## src/rtl/bridge_pll_pkg.sv

```systemverilog
package bridge_pll_pkg;
  localparam int MIN_INTER_KHZ = 5000;
  localparam int DIV_MAX       = 31;
  localparam int DIV_W         = 5;
  localparam int MUL_FIELD_W   = 8;
  localparam int BAND3_MIN     = 501000;
  localparam int BAND2_MIN     = 251000;
  localparam int BAND1_MIN     = 126000;

  typedef enum logic [1:0] {OP_MUL, OP_RATE, OP_DEC} opSel_e;

  typedef struct packed {
    logic   load;
    logic   divInc;
    logic   divGo;
    opSel_e op;
    logic   capMul;
    logic   capRate;
    logic   capDec;
    logic   publish;
  } ctrlStrobe_t;
endpackage

```

## src/rtl/bridge_pll_divider.sv

```systemverilog
module bridge_pll_divider #(
  parameter int NUM_W = 41,
  parameter int DEN_W = 32
) (
  input  logic             clk,
  input  logic             rstN,
  input  logic             go,
  input  logic [NUM_W-1:0] dividend,
  input  logic [DEN_W-1:0] divisor,
  output logic [NUM_W-1:0] quotient,
  output logic             finished
);
  localparam int CNT_W = $clog2(NUM_W + 1);

  logic [DEN_W-1:0] remQ, denQ;
  logic [NUM_W-1:0] quoQ;
  logic [CNT_W-1:0] cntQ;
  logic             runQ;
  logic [DEN_W:0]   trial, diff;
  logic             fits;

  always_comb begin
    trial = {remQ, quoQ[NUM_W-1]};
    diff  = trial - {1'b0, denQ};
    fits  = trial >= {1'b0, denQ};
  end

  always_ff @(posedge clk or negedge rstN) begin
    if (!rstN) begin
      remQ <= '0; denQ <= '1; quoQ <= '0; cntQ <= '0; runQ <= 1'b0; finished <= 1'b0;
    end else begin
      finished <= 1'b0;
      if (go) begin
        remQ <= '0;
        denQ <= divisor;
        quoQ <= dividend;
        cntQ <= CNT_W'(NUM_W);
        runQ <= 1'b1;
      end else if (runQ) begin
        remQ <= fits ? diff[DEN_W-1:0] : trial[DEN_W-1:0];
        quoQ <= {quoQ[NUM_W-2:0], fits};
        cntQ <= cntQ - 1'b1;
        if (cntQ == CNT_W'(1)) begin
          runQ     <= 1'b0;
          finished <= 1'b1;
        end
      end
    end
  end

  assign quotient = quoQ;

  // a finished division leaves a remainder below the divisor
  assert_rem_below_den_R3: assert property (@(posedge clk) disable iff (!rstN)
    finished |-> (remQ < denQ));
endmodule

```

## src/rtl/bridge_pll_dp.sv

```systemverilog
module bridge_pll_dp
  import bridge_pll_pkg::*;
#(
  parameter int W = 32
) (
  input  logic          clk,
  input  logic          rstN,
  input  ctrlStrobe_t   ctl,
  input  logic          modeIn,
  input  logic [W-1:0]  rateIn,
  input  logic [W-1:0]  refIn,
  input  logic [15:0]   wordIn,
  output logic          canGrow,
  output logic          refZero,
  output logic          decodeMode,
  output logic          divFinished,
  output logic [15:0]   cfgWord,
  output logic [W+7:0]  decodedRate,
  output logic          errFlag
);
  localparam int NUM_W = W + 9;
  localparam int CMP_W = W + 4;

  logic [W-1:0]       rateQ, refQ;
  logic [15:0]        wordQ, cfgQ;
  logic [DIV_W-1:0]   divQ, decDiv;
  logic [NUM_W-1:0]   mulQ, dividend, quotient;
  logic [W-1:0]       divisor;
  logic [1:0]         bandQ;
  logic [W+7:0]       decRateQ, rateOutQ;
  logic [MUL_FIELD_W-1:0] decMul;
  logic [CMP_W-1:0]   need;
  logic               modeQ, errQ;

  always_comb begin
    need    = CMP_W'(MIN_INTER_KHZ) * (CMP_W'(divQ) + CMP_W'(1));
    canGrow = (divQ < DIV_W'(DIV_MAX)) && (CMP_W'(refQ) >= need);
    refZero = (refQ == '0);
    decMul  = modeQ ? wordQ[7:0]  : mulQ[MUL_FIELD_W-1:0];
    decDiv  = modeQ ? wordQ[12:8] : divQ;
    if (decMul == '0) decMul = MUL_FIELD_W'(1);
    if (decDiv == '0) decDiv = DIV_W'(1);
    unique case (ctl.op)
      OP_MUL: begin
        dividend = NUM_W'(rateQ) * NUM_W'(divQ) + NUM_W'(refQ) - NUM_W'(1);
        divisor  = refQ;
      end
      OP_RATE: begin
        dividend = NUM_W'(refQ) * mulQ;
        divisor  = W'(divQ);
      end
      default: begin
        dividend = NUM_W'(refQ) * NUM_W'(decMul);
        divisor  = W'(decDiv);
      end
    endcase
  end

  bridge_pll_divider #(.NUM_W(NUM_W), .DEN_W(W)) uDiv (
    .clk(clk), .rstN(rstN), .go(ctl.divGo), .dividend(dividend),
    .divisor(divisor), .quotient(quotient), .finished(divFinished));

  always_ff @(posedge clk or negedge rstN) begin
    if (!rstN) begin
      rateQ <= '0; refQ <= '0; wordQ <= '0; modeQ <= 1'b0; divQ <= DIV_W'(1);
      mulQ <= '0; bandQ <= '0; decRateQ <= '0;
      cfgQ <= '0; rateOutQ <= '0; errQ <= 1'b0;
    end else begin
      if (ctl.load) begin
        rateQ <= rateIn; refQ <= refIn; wordQ <= wordIn; modeQ <= modeIn;
        divQ  <= DIV_W'(1);
      end
      if (ctl.divInc)  divQ <= divQ + 1'b1;
      if (ctl.capMul)  mulQ <= quotient;
      if (ctl.capRate) begin
        if      (quotient >= NUM_W'(BAND3_MIN)) bandQ <= 2'd3;
        else if (quotient >= NUM_W'(BAND2_MIN)) bandQ <= 2'd2;
        else if (quotient >= NUM_W'(BAND1_MIN)) bandQ <= 2'd1;
        else                                    bandQ <= 2'd0;
      end
      if (ctl.capDec) decRateQ <= quotient[W+7:0];
      if (ctl.publish) begin
        if (refZero) begin
          errQ <= 1'b1; cfgQ <= '0; rateOutQ <= '0;
        end else begin
          errQ     <= 1'b0;
          rateOutQ <= decRateQ;
          cfgQ     <= modeQ ? wordQ : {bandQ, 1'b0, divQ, mulQ[MUL_FIELD_W-1:0]};
        end
      end
    end
  end

  assign decodeMode  = modeQ;
  assign cfgWord     = cfgQ;
  assign decodedRate = rateOutQ;
  assign errFlag     = errQ;

  assert_div_range_R2: assert property (@(posedge clk) disable iff (!rstN)
    (divQ >= DIV_W'(1)) && (divQ <= DIV_W'(DIV_MAX)));
  assert_err_zero_out_R7: assert property (@(posedge clk) disable iff (!rstN)
    errQ |-> (cfgQ == '0) && (rateOutQ == '0));
  assert_hold_outputs_R9: assert property (@(posedge clk) disable iff (!rstN)
    !ctl.publish |=> $stable(cfgQ) && $stable(rateOutQ) && $stable(errQ));
endmodule

```

## src/rtl/bridge_pll_ctrl.sv

```systemverilog
module bridge_pll_ctrl
  import bridge_pll_pkg::*;
#(
  parameter int LIMIT = 200
) (
  input  logic        clk,
  input  logic        rstN,
  input  logic        start,
  input  logic        canGrow,
  input  logic        refZero,
  input  logic        decodeMode,
  input  logic        divFinished,
  output ctrlStrobe_t ctl,
  output logic        busy,
  output logic        done
);
  typedef enum logic [3:0] {
    S_IDLE, S_CHECK, S_SEARCH, S_MUL_GO, S_MUL_WAIT,
    S_RATE_GO, S_RATE_WAIT, S_DEC_GO, S_DEC_WAIT, S_FIN
  } state_e;

  localparam int BC_W = $clog2(LIMIT + 2);

  state_e stateQ, stateD;
  logic [BC_W-1:0] busyCnt;

  always_comb begin
    stateD = stateQ;
    ctl    = '0;
    ctl.op = OP_DEC;
    unique case (stateQ)
      S_IDLE:   if (start) begin ctl.load = 1'b1; stateD = S_CHECK; end
      S_CHECK:  stateD = refZero ? S_FIN : (decodeMode ? S_DEC_GO : S_SEARCH);
      S_SEARCH: if (canGrow) ctl.divInc = 1'b1; else stateD = S_MUL_GO;
      S_MUL_GO:  begin ctl.op = OP_MUL; ctl.divGo = 1'b1; stateD = S_MUL_WAIT; end
      S_MUL_WAIT: if (divFinished) begin ctl.capMul = 1'b1; stateD = S_RATE_GO; end
      S_RATE_GO: begin ctl.op = OP_RATE; ctl.divGo = 1'b1; stateD = S_RATE_WAIT; end
      S_RATE_WAIT: if (divFinished) begin ctl.capRate = 1'b1; stateD = S_DEC_GO; end
      S_DEC_GO:  begin ctl.divGo = 1'b1; stateD = S_DEC_WAIT; end
      S_DEC_WAIT: if (divFinished) begin ctl.capDec = 1'b1; stateD = S_FIN; end
      S_FIN:     begin ctl.publish = 1'b1; stateD = S_IDLE; end
      default:   stateD = S_IDLE;
    endcase
  end

  always_ff @(posedge clk or negedge rstN) begin
    if (!rstN) begin
      stateQ <= S_IDLE; done <= 1'b0; busyCnt <= '0;
    end else begin
      stateQ  <= stateD;
      done    <= (stateQ == S_FIN);
      busyCnt <= (stateD == S_IDLE) ? '0 : busyCnt + 1'b1;
    end
  end

  assign busy = (stateQ != S_IDLE);

  assert_done_pulse_R8: assert property (@(posedge clk) disable iff (!rstN)
    done |=> !done);
  assert_busy_bound_R8: assert property (@(posedge clk) disable iff (!rstN)
    busy |-> (busyCnt < BC_W'(LIMIT)));
  assert_done_ends_busy_R8: assert property (@(posedge clk) disable iff (!rstN)
    done |-> !busy && $past(busy));
endmodule

```

## src/rtl/bridge_pll_cfg_gen.sv

```systemverilog
module bridge_pll_cfg_gen
  import bridge_pll_pkg::*;
#(
  parameter int W = 32
) (
  input  logic          clk,
  input  logic          rstN,
  input  logic          start,
  input  logic          decodeReq,
  input  logic [W-1:0]  rateKbps,
  input  logic [W-1:0]  refKhz,
  input  logic [15:0]   wordIn,
  output logic          busy,
  output logic          done,
  output logic          err,
  output logic [15:0]   cfgWord,
  output logic [W+7:0]  decodedRate
);
  localparam int LIMIT = DIV_MAX + 3 * (W + 9 + 3) + 8;

  ctrlStrobe_t ctl;
  logic canGrow, refZero, decodeMode, divFinished;

  bridge_pll_ctrl #(.LIMIT(LIMIT)) uCtrl (
    .clk(clk), .rstN(rstN), .start(start), .canGrow(canGrow),
    .refZero(refZero), .decodeMode(decodeMode), .divFinished(divFinished),
    .ctl(ctl), .busy(busy), .done(done));

  bridge_pll_dp #(.W(W)) uDp (
    .clk(clk), .rstN(rstN), .ctl(ctl), .modeIn(decodeReq), .rateIn(rateKbps),
    .refIn(refKhz), .wordIn(wordIn), .canGrow(canGrow), .refZero(refZero),
    .decodeMode(decodeMode), .divFinished(divFinished), .cfgWord(cfgWord),
    .decodedRate(decodedRate), .errFlag(err));
endmodule

```

## config.mk

```make
export PLATFORM = sky130hd
export DESIGN_NAME = bridge_pll_cfg_gen
export DESIGN_NICKNAME = d
export VERILOG_FILES = /design/src/rtl/bridge_pll_pkg.sv /design/src/rtl/bridge_pll_divider.sv /design/src/rtl/bridge_pll_dp.sv /design/src/rtl/bridge_pll_ctrl.sv /design/src/rtl/bridge_pll_cfg_gen.sv
export SDC_FILE = /design/constraint.sdc
export NUM_CORES = 2
export LEC_CHECK = 0
export ABC_AREA = 1
export BUFFER_PORTS_ARGS = -buffer_cell sky130_fd_sc_hd__buf_2
export CAP_MARGIN = 20
export CORE_ASPECT_RATIO = 1.1
export CORE_MARGIN = 3
export CORE_UTILIZATION = 45
export DETAILED_ROUTE_END_ITERATION = 16
export PLACE_DENSITY = 0.66
export SLEW_MARGIN = 30
export SYNTH_ARGS = -nofsm -noshare
export SYNTH_HDL_FRONTEND = slang
export SYNTH_SLANG_ARGS = --single-unit
```

## constraint.sdc

```tcl
create_clock -name clk -period 10.1 [get_ports clk]
set_clock_uncertainty 0.1 [all_clocks]
set_input_delay 1.515 -clock clk [delete_from_list [all_inputs] [get_ports clk]]
set_output_delay 1.515 -clock clk [all_outputs]
set_load 0.1 [all_outputs]
```

# Word-level counts from Yosys, hierarchy flattened
# Cells that the tools add are included.
# op_classes
n_lt_le_gt_ge	6
eq_ne	16
n_reduce_logical	11
n_mux	47
multipliers	4
addsub	6
# ops
cell	count
$mux 32	3
$mux 41	2
$pmux 41 s2	1
$pmux 32 s2	1
$ge 41x17->1 const B	1
$ge 41x18->1 const B	1
$ge 41x19->1 const B	1
$mul 32x41->41	1
$sub 41x1->41 const B	1
$mul 32x8->40	1
$mux 40	1
$add 37x32->38	1
$mul 32x5->37	1
$ge 32x36->1	1
$mul 10x36->33 const A	1
$pmux 4 s9	1
$ge 33x32->1	1
$logic_not 32->1	1
$mux 16	2
$sub 32x32->32	1
$mux 4	6
$mux 5	4
$mux 1	18
$eq 4x3->1 const B	4
other kinds (25)	34
# totals
input_bits	84
regBits	344

# Depth between registers and ports, before layout
# logic_depth
word_depth	7
depth_mapped	37
ltp_nobuf	35

# Modules after synthesis
# A second synthesis with hierarchy kept.
# hier_totals
hier_cells	8007
hier_area_um2	59548.4
# modules_own_cells
module	seq_area_each_um2	area_each_um2	cells_per_inst	n_inst
bridge_pll_dp	5656.7	51465.6	6811	1
bridge_pll_divider	2867.8	7693.6	1135	1
bridge_pll_ctrl	125.1	389.1	61	1

# Worst setup path before layout
# Ideal clock, no wire load.
# synth_path
kind	register to register
start	reg uDp.refQ[7]
end	reg uDp.uDiv.quoQ[26] (netlist: uDp.uDiv.quotient[26])
required_time_ps	9874
synth_period_minus_slack_ps	7167
arrival_ps	6941
stages_incl_launch_ff	31
path_slack_ps	2933
cell_sequence	dfrtp_1 clkbuf_1 buf_1 nand2_1 inv_1 fa_1 fa_1 fa_1 inv_1 fa_1 inv_1 fa_1 fa_1 fa_1 inv_1 fa_1 inv_1 ha_1 a21oi_1 inv_1 a21oi_1 a21boi_0 o21ai_0 a21oi_1 o21ai_0 o21ai_0 a21oi_1 nor3_1 nand2_1 nand2_1 o21ai_1
# synth_via
elab_chain_cells	4
word_cells_on_any_way	6
classes_between	add/sub: 2; mul: 2; mux: 2
# synth_rtl
element	line	rtl
start: declaration	bridge_pll_dp.sv:24	logic [W-1:0] rateQ, refQ;
start signal: assignment	bridge_pll_dp.sv:70	rateQ <= rateIn; refQ <= refIn; wordQ <= wordIn; modeQ <= modeIn;
parallel branches: the longest is 2 deep, another holds $mul 32x41->41	-	
$pmux 41 s2 (*)	bridge_pll_dp.sv:43	unique case (ctl.op)
$mux 41 (*)	bridge_pll_divider.sv:33	if (go) begin
end signal: assignment	bridge_pll_divider.sv:36	quoQ <= dividend;
end signal: assignment	bridge_pll_divider.sv:41	quoQ <= {quoQ[NUM_W-2:0], fits};
end: declaration	bridge_pll_divider.sv:16	logic [NUM_W-1:0] quoQ;
# Every way passes the cells marked *.
# A chain may end at the register's enable or synchronous reset.

# Final worst setup path
# layout_path
start	reg uDp.modeQ (netlist: uDp.decodeMode)
end	reg uDp.uDiv.quoQ[35] (netlist: uDp.uDiv.quotient[35])
# layout_via
elab_chain_cells	6
# layout_rtl
element	line	rtl
start: declaration	bridge_pll_dp.sv:33	logic modeQ, errQ;
start signal: assignment	bridge_pll_dp.sv:70	
$mux 8 (*)	bridge_pll_dp.sv:39	decMul = modeQ ? wordQ[7:0] : mulQ[MUL_FIELD_W-1:0];
$logic_not 8->1	bridge_pll_dp.sv:41	if (decMul == '0) decMul = MUL_FIELD_W'(1);
$mux 8 (*)	bridge_pll_dp.sv:41	
$mul 32x8->40 (*)	bridge_pll_dp.sv:53	dividend = NUM_W'(refQ) * NUM_W'(decMul);
$pmux 41 s2 (*)	bridge_pll_dp.sv:43	
$mux 41 (*)	bridge_pll_divider.sv:33	
# Mark *: on every way between the ends. The rest lies on a longest branch, timed or not.

==> run_results.csv <==
group,metric,value,unit
floorplanning,rows,138,
clocking,worstSkewPairLatency,0.65,ns
yosys,synth_cells,7709,
global_route,grt_max_degree,97,
yosys,synth_top_cells_by_count,"nand2_1, inv_1, fa_1, nor2_1, ha_1",
yosys,synthDistinctLibCells,54,
setup_path,reg2reg_depth,32,
setup_path,cp.arrival,9.49,ns
setup_path,critPathMostFrequentCell,"nand2_1",
route,vias,51000,
yosys,yosysTopAreaCellShare,33.8,%
setup_path,path_max_fanout,31,
timing,max-slew-margin-rel,25.3,%
route,routedWlPerCell,22.7,microns
timing,rsz0062_at_grt,"no",
setup_path,critPathKind,"reg2reg",
global_route,grt_pass1_vias,53400,
placement,port_buffers,142,
setup_path,cp.required,10.55,ns
floorplanning,core,0.129,sq mm
clocking,max-clock-path-buffers,3,
placement,gp_congestion,1.03,
floorplanning,die_x,350,microns
route,firstDrtPassIters,8,
hold_path,whs_path_depth,1,
yosys,synthFlopType,"dfrtp_1",
yosys,syn_nets,9095,
setup_path,endpoint_kind,"flip-flop",
hold_path,min_from,"uDp.decRateQ[31]",
yosys,synth_seq_cells,344,
timing,tightest_slew,1.12,ns
global_route,antenna_found_initial,12,
layout,drive_gt1_share,6.65,%
clocking,cts-buffers-inserted,43,
clocking,cts.clk_slew.worst_paths,0.08,ns
yosys,ys_seq_area_share,14.8,%
clocking,hold_buffers,0,
outcome,status,"finished, final reports clean",
route,viasPerCell,5.42,
yosys,synth.largest_area_cell,"fa_1",
placement,dp_hpwl,175,mm
global_route,track_usage,32.6,%
timing,fin_crit_sh,89.5,%
route,drc,0,
route,dr.first_iter.drc_count,4812,
clocking,htreeDepth,2,
global_route,grt_overflow,0,
setup_path,crit_path_max_incr_delay,0.88,ns
hold_path,hold_path.class,"reg2reg",
route,routed_wl,214,mm
yosys,synth_area,0.0585,sq mm
yosys,synth-edff-count,0,
yosys,synth.most_common_cell,"nand2_1",
yosys,syn_avg_cell_area,7.59,sq um
clocking,clkSinkCount,344,
global_route,grt_pass1_wl,327,mm
setup_path,setup.worst_path.start,"uDp.decodeMode",
layout,num-nets-final,9072,
route,detail-route-antenna-nets,0,
clocking,cts-resized-gates,0,
yosys,async_flop_share,100,%
floorplanning,ioPinCount,143,
timing,max_clock_freq,0.111,GHz
timing,hold_viol_final,0,
clocking,cts_setup_buffers,0,
timing,whs,0.381,ns
run,maxCapViolations,0,
setup_path,reg2reg_from,"uDp.decodeMode",
timing,fin_crit,9.04,ns
floorplanning,die_y,384,microns
floorplanning,start_util,45.4,%
timing,setup_violations,0,
setup_path,cp-start-kind,"flip-flop",
clocking,clockRootBuffer,"clkbuf_16",
clocking,cts_tree,"yes",
floorplanning,die_area,0.134,sq mm
yosys,ys_warn_count,0,
yosys,synth_area_leaders,"fa_1, dfrtp_1, nand2_1",
timing,slew_violations,0,
setup_path,cp_slowest_cell,"dfrtp_1",
timing,tns,0,ns
layout,area_growth_syn_to_layout,6.97,%
==> path summary, 6_finish.rpt <==
kind / to / slack [ns]
max in group asynchronous: uDp.mulQ[10] / 7.16
min in group asynchronous: uDp.rateQ[4] / 0.81
hold reg to reg: uDp.decodedRate[31] / 0.38
hold / removal: uDp.decodedRate[31] / 0.38
setup reg to reg: uDp.uDiv.quotient[35] / 1.06
setup / recovery: uDp.uDiv.quotient[35] / 1.06
==> per-layer routing <==
metal / share of wire, % / GRT usage (%)
met1: 38 / 40.2
met2: 46 / 53.2
met3: 8.4 / 5.98
met4: 7.5 / 19.7
met5: 0.013 / 0
==> critical path, delay by kind of cell (launching register included) <==
| kind | cells | cell delay (ns) |
|---|---|---|
| AOI/OAI and AO/OA | 7 | 2.16 |
| adders and majority gates | 5 | 1.95 |
| DFF | 1 | 0.88 |
| and+or+nand+nor | 13 | 2.08 |
| buffers and inverters | 7 | 1.73 |
==> placed cells by master (no fill, tap or decap), drive strengths merged, types with 18 or more instances in the layout <==
cell and instances:
dfstp 33, a22o 44, o22ai 40, xnor2 58, nor4 26, nand2 1996, xor2 61, nor2 493
fa 987, ha 315, nand3b 21, nand4 59, o21ai 330, nor3 28, a21oi 264, clkbuf 58
inv 1909, a31oi 32, o221ai 18, mux2 48, buf 258, or2 25, nand3 188, dfrtp 311
==> state kept, by name (all words and copies together), names as in the netlist, 16 cells and up <==
register / flops
uDp.cfgWord: 16
uDp.decRateQ: 40
uDp.decodedRate: 40
uDp.mulQ: 41
uDp.rateQ: 32
uDp.refQ: 32
uDp.uDiv.denQ: 32
uDp.uDiv.quotient: 41
uDp.uDiv.remQ: 32
uDp.wordQ: 16
==> cells by family after synthesis <==
kind of cell	Yosys count	synth area share, %
adders and majority gates	1302	40.5
DFF	344	14.8
and+or+nand+nor	2846	19.6
AOI/OAI and AO/OA	815	7.97
muxes	48	0.924
xor gates and xnor gates	119	1.80
buffers and inverters	2235	14.4
==> through the flow <==
step / std cells / utilization (%) / worst slack, ns / cell area (sq um)
floorplan: 7709 / - / 2.93 / 58500
global placement: 9319 / 47.4 / 0.865 / 61000
detailed placement: 9321 / 47.4 / 1.37 / 61100
CTS: 9399 / 48.5 / 1.30 / 62500
global route: 9399 / 48.5 / 0.684 / 62500
finish: 9408 / 48.6 / 1.06 / 62600
==> final cells by class <==
cell class | count | area [sq um]
diodes | 9 | 22.5
repair buffers | 258 | 1650
inverters | 1909 | 7170
flip-flops and latches | 344 | 8670
clock buffers | 58 | 1190
fillers | 12700 | 66200
clock inverters | 20 | 267
multi-input cells | 5130 | 41500
well taps | 1680 | 2100
Power is left out: the tool's default activity adds up to more than one toggle a clock period on the data nets, which glitch-free logic cannot reach.
